**config.mk**
```make
export PLATFORM = sky130hd
export DESIGN_NAME = spi_flag_irq
export DESIGN_NICKNAME = d
export VERILOG_FILES = /design/src/rtl/spi_flag_pkg.sv /design/src/rtl/spi_flag_ctrl.sv /design/src/rtl/spi_flag_dp.sv /design/src/rtl/spi_flag_irq.sv
export SDC_FILE = /design/constraint.sdc
export NUM_CORES = 1
export LEC_CHECK = 0
export BUFFER_PORTS_ARGS = -buffer_cell sky130_fd_sc_hd__buf_2
export CORE_AREA = 2 2 39 41
export CTS_CLUSTER_SIZE = 30
export DETAILED_ROUTE_END_ITERATION = 12
export DIE_AREA = 0 0 41 43
export GPL_TIMING_DRIVEN = 0
export PLACE_DENSITY = 0.63
export SLEW_MARGIN = 20
export SYNTH_ARGS = -nofsm -noshare
export SYNTH_HDL_FRONTEND = slang
export SYNTH_SLANG_ARGS = --single-unit
```
**constraint.sdc**
```tcl
create_clock -name clk -period 1.2 [get_ports clk]
set_clock_uncertainty 0.15 [all_clocks]
set_input_delay 0.24 -clock clk [delete_from_list [all_inputs] [get_ports clk]]
set_output_delay 0.24 -clock clk [all_outputs]
set_load 0.1 [all_outputs]
```
**src/rtl/spi_flag_pkg.sv**
```systemverilog
package spi_flag_pkg;
  localparam int NumFlags = 4;
  localparam int FlagTx   = 0;
  localparam int FlagRx   = 1;
  localparam int FlagOvr  = 2;
  localparam int FlagMdf  = 3;
  localparam logic [NumFlags-1:0] FlagRstVal = 4'b0001;

  typedef struct packed {
    logic [NumFlags-1:0] setVec;
    logic [NumFlags-1:0] clrVec;
  } flagStrobe_t;
endpackage

```
**src/rtl/spi_flag_ctrl.sv**
```systemverilog
module spi_flag_ctrl
  import spi_flag_pkg::*;
(
  input  logic                clk,
  input  logic                rstN,
  input  logic                xferToShift,
  input  logic                xferToRx,
  input  logic                overrunEvt,
  input  logic                modeFaultEvt,
  input  logic                rdStatus,
  input  logic                rdData,
  input  logic                wrData,
  input  logic                wrCtrl,
  input  logic                enModeFault,
  input  logic [NumFlags-1:0] flagQ,
  output flagStrobe_t         strobe
);
  localparam int NumArmed = NumFlags - 1;

  logic [NumFlags-1:0] clrAccess;
  logic [NumArmed-1:0] armedQ;

  // Set events straight from the shift engine; mode fault gated by its enable.
  assign strobe.setVec[FlagTx]  = xferToShift;
  assign strobe.setVec[FlagRx]  = xferToRx;
  assign strobe.setVec[FlagOvr] = overrunEvt;
  assign strobe.setVec[FlagMdf] = modeFaultEvt & enModeFault;

  // Register access that completes the clear sequence for each flag.
  assign clrAccess[FlagTx]  = wrData;
  assign clrAccess[FlagRx]  = rdData;
  assign clrAccess[FlagOvr] = rdData;
  assign clrAccess[FlagMdf] = wrCtrl;

  assign strobe.clrVec[FlagTx] = clrAccess[FlagTx];

  genvar g;
  generate
    for (g = 1; g < NumFlags; g++) begin : gArm
      assign strobe.clrVec[g] = armedQ[g-1] & clrAccess[g];

      always_ff @(posedge clk or negedge rstN) begin
        if (!rstN)                     armedQ[g-1] <= 1'b0;
        else if (strobe.setVec[g])     armedQ[g-1] <= 1'b0;
        else if (rdStatus && flagQ[g]) armedQ[g-1] <= 1'b1;
        else if (clrAccess[g])         armedQ[g-1] <= 1'b0;
      end
    end
  endgenerate
endmodule

```
**src/rtl/spi_flag_dp.sv**
```systemverilog
module spi_flag_dp
  import spi_flag_pkg::*;
(
  input  logic                clk,
  input  logic                rstN,
  input  flagStrobe_t         strobe,
  input  logic                enSpi,
  input  logic                enTxIrq,
  input  logic                enRxIrq,
  input  logic                enErrIrq,
  output logic [NumFlags-1:0] flagQ,
  output logic                txIrq,
  output logic                rxErrIrq
);
  genvar g;
  generate
    for (g = 0; g < NumFlags; g++) begin : gFlag
      always_ff @(posedge clk or negedge rstN) begin
        if (!rstN)                 flagQ[g] <= FlagRstVal[g];
        else if (strobe.setVec[g]) flagQ[g] <= 1'b1;
        else if (strobe.clrVec[g]) flagQ[g] <= 1'b0;
      end
    end
  endgenerate

  always_ff @(posedge clk or negedge rstN) begin
    if (!rstN) begin
      txIrq    <= 1'b0;
      rxErrIrq <= 1'b0;
    end else begin
      txIrq    <= flagQ[FlagTx] & enTxIrq & enSpi;
      rxErrIrq <= (flagQ[FlagRx] & enRxIrq) |
                  (enErrIrq & (flagQ[FlagOvr] | flagQ[FlagMdf]));
    end
  end
endmodule

```
**src/rtl/spi_flag_irq.sv**
```systemverilog
module spi_flag_irq
  import spi_flag_pkg::*;
(
  input  logic clk,
  input  logic rstN,
  input  logic xferToShift,
  input  logic xferToRx,
  input  logic overrunEvt,
  input  logic modeFaultEvt,
  input  logic rdStatus,
  input  logic rdData,
  input  logic wrData,
  input  logic wrCtrl,
  input  logic enSpi,
  input  logic enTxIrq,
  input  logic enRxIrq,
  input  logic enErrIrq,
  input  logic enModeFault,
  output logic txEmpty,
  output logic rxFull,
  output logic overrun,
  output logic modeFault,
  output logic txIrq,
  output logic rxErrIrq
);
  flagStrobe_t         strobe;
  logic [NumFlags-1:0] flagQ;

  spi_flag_ctrl u_ctrl (
    .clk(clk), .rstN(rstN),
    .xferToShift(xferToShift), .xferToRx(xferToRx),
    .overrunEvt(overrunEvt), .modeFaultEvt(modeFaultEvt),
    .rdStatus(rdStatus), .rdData(rdData), .wrData(wrData), .wrCtrl(wrCtrl),
    .enModeFault(enModeFault), .flagQ(flagQ), .strobe(strobe)
  );

  spi_flag_dp u_dp (
    .clk(clk), .rstN(rstN), .strobe(strobe),
    .enSpi(enSpi), .enTxIrq(enTxIrq), .enRxIrq(enRxIrq), .enErrIrq(enErrIrq),
    .flagQ(flagQ), .txIrq(txIrq), .rxErrIrq(rxErrIrq)
  );

  assign txEmpty   = flagQ[FlagTx];
  assign rxFull    = flagQ[FlagRx];
  assign overrun   = flagQ[FlagOvr];
  assign modeFault = flagQ[FlagMdf];
endmodule

```
==> results.md <==
* Leakage power figure at 0.312 nW
* Antenna Diode Count at 0
* Dominant cells by area after synthesis: dfrtp_1 (58%), nand2_1 (8.7%), dfstp_2 (7.6%)
* Cell area after technology mapping at 347 um^2
* Root buffer cell: clkbuf_4
* Element type at the critical path end: output port
* Total via count after detailed routing at 329
* Routed via count divided by cell count at 4.27
* Commonest cells after routing, fill and taps aside: buf_2 (14), nand2_1 (8), dfrtp_2 (5)
* PortBufs at 20
* Clock slew seen by the registers of the worst setup and hold paths at 0.06 ns
* TritonCTS clock tree: yes
* Setup CP Type: reg2out
* Worst path top cell family by delay: flip-flops
* Router iterations before antenna repair at 4
* Initial antenna violation count at 0
* Worst slack on hold paths at 0.0152 ns
* Leftover overflow at the end of global routing at 0
* Hold Vio Cnt, Final at 0
* Count of nets left with antenna violations after detail routing at 0
* Number of cells in the finished layout apart from fillers at 77
* Power density relative to cell area at 1370 nW/um^2
* Final net count at 77
* Area share of xor/xnor cells in the synthesized design at 0%
* Maximum number of pins on one net before global-route repair at 10
* Most common cell after layout, fill and taps aside: buf_2
* Max VDD drop at 584 uV
* Die area at 1760 um^2
* Proportion of netlist area held by the largest area contributor at 57.8%
* Arrival time reported for the critical path endpoint at 1.06 ns
* Max capacitance violation total at 0
* Total half-perimeter wirelength after legalization and detailed placement at 561 um
* Number of remaining DRC errors at 0
* Die boundary height at 43 um
* Number of buffers on the longest clock path at 2
* Dominant combinational cell family by area after synthesis: compound AO/OA/AOI/OAI gates
* Yosys warning total at 0
* Total number of H-tree levels at 1
* Maximum clock rate at 0.687 GHz
* Via count of the first global-routing pass at 297
* Clock sink count at 9
* Setup repair after global routing missed its margin: true
* Hold-critical path depth at 2
* Drt total wl at 868 um
* Syn-to-layout area delta at 83.4%
* Synth cell types at 11
* Violated checks: negative setup slack
* Number of cells produced by synthesis at 30
* Share of synthesized cell area in and, or, nand and nor gates at 15.9%
* Startpoint Class: flop
* Startpoint of the worst-slack reg-to-reg timing path: u_dp.flagQ[0]$_DFFE_PN1P_
* Depth of the most critical reg-to-reg path at 2
* Worst Hold Launch: xferToShift
* Total of flip-flops plus latches after synthesis at 9
* Number of placed instances with taps included at 66
* Wire length of the first global-routing pass at 1.31 mm
* PnR worst setup slack at -0.255 ns
* Sequential cell area fraction in the yosys report at 65.3%
* Number of buffers created by CTS at 3
* Number of buffer and inverter stages on the critical path at 1
* Effective utilization at floorplan at 25.0%
* Number of core rows at 14
* Starting DRC count in detailed routing at 4
* CP Cell Sequence: buf_12
* Slowest stage cell, crit path: dfstp_4
* Final worst path period need at 1.45 ns
* Most area-hungry cell type in the Yosys netlist: dfrtp_1
* Global-route usage over all layers at 12.2%
* Num ports at 21
* Placeable core region at 1380 um^2
* Number of gates on the worst path with buffers counted at 1
* Worst setup path startpoint: u_dp.flagQ[0]$_DFFE_PN1P_
* Final routed wire length divided by cell count at 11.3 um
* Data required time of the worst path at 0.81 ns
* Ratio of final minimum period to clock period at 121%
* Floorplan die width at 41 um
* Class of the tightest hold or removal check: in2reg
* Fin. max-slew vios at 0
* Status: complete, but fails checks
* Area share of fa/ha/maj cells after synthesis at 0%
* Post-synthesis compound-gate area fraction at 17.7%
* Insertion delay of the later-clocked pin in the worst-skew pair at 0.26 ns
* Routability Congestion at 0.595
* Slew of the pin with the lowest slew margin at 0.203 ns
* Worst path max stage delay at 0.63 ns
* Utilization after layout at 45.9%
* Max-slew headroom at 86.5%
* Setup violators final at 6
* Syn nets at 45
* Mean post-synth cell area at 11.6 um^2
* Share of cell area taken by muxes after synthesis at 0%
* Fraction of final layout cells sized beyond drive strength 1 at 57.4%
* CP Max Fanout at 2
[cells by family (layout without fill, tap and decap cells)]
logic type,after synthesis,count (layout)
buffers and inverters,1,32
and+or+nand+nor,12,12
AOI/OAI and AO/OA,8,8
DFF,9,9
[worst paths after layout]
kind	to	slack [ns]
hold / removal	u_dp.flagQ[0]$_DFFE_PN1P_	0.02
setup reg to reg	u_dp.txIrq$_DFF_PN0_	0.11
hold reg to reg	u_ctrl.armedQ[1]$_DFFE_PN0P_	0.39
setup / recovery	txEmpty	-0.25
min in group asynchronous	u_ctrl.armedQ[0]$_DFFE_PN0P_	0.21
max in group asynchronous	u_dp.flagQ[0]$_DFFE_PN1P_	0.45
[power by group]
group	switching [mW]	total [mW]	internal (mW)
Clock	0.0998	0.228	0.128
Sequential	0.0208	0.356	0.335
Combinational	0.172	0.284	0.112
Total	0.293	0.868	0.575
[stage by stage]
step	cell area, um^2	worst slack, ns	power (mW)	setup TNS [ns]
floorplan	357	0.0223	0.509	0
global placement	477	-0.205	0.563	-0.205
detailed placement	477	-0.206	0.566	-0.206
CTS	636	-0.261	0.881	-0.494
global route	636	-0.283	0.916	-0.618
finish	636	-0.255	0.868	-0.435
[sequential cells by signal (all words and copies together), names as in the netlist]
register and count:
u_ctrl.armedQ 3, u_dp.flagQ 4, u_dp.txIrq 1, u_dp.rxErrIrq 1
[what timing repair did]
| item | 4_1_cts | 5_1_grt |
|---|---|---|
| gates cloned | 0 | 0 |
| endpoints found under the hold margin | 11 | 0 |
| hold buffers | 3 | 0 |
| resized for setup | 20 | 0 |
| buffers inserted | 4 | 0 |
| endpoints found under the setup margin | 6 | 6 |
[cell usage after synthesis]
cell      number
nand2_1        8
a22oi_1        1
inv_1          1
dfstp_2        1
and3_1         1
dfrtp_1        8
a21o_1         3
o21ai_0        1
a22o_1         1
a21oi_2        2
nand2b_1       3
[layer usage]
metal / up-vias / routed length [um] / global-route usage [%]
met5: - / 0 / 0
met4: 0 / 0 / 6.00
met3: 0 / 60 / 7.85
met2: 12 / 468 / 18.1
met1: 156 / 339 / 12.7
li1: 161 / - / -
[layout make-up]
class,count,area (um^2)
fill,127,748
timing repair buffer,27,233
tap,16,20.0
multi-input combinational,20,116
inverter,1,3.75
clock buffer,4,26.3
sequential,9,236
Note: power is estimated with default switching activity, not from simulation.
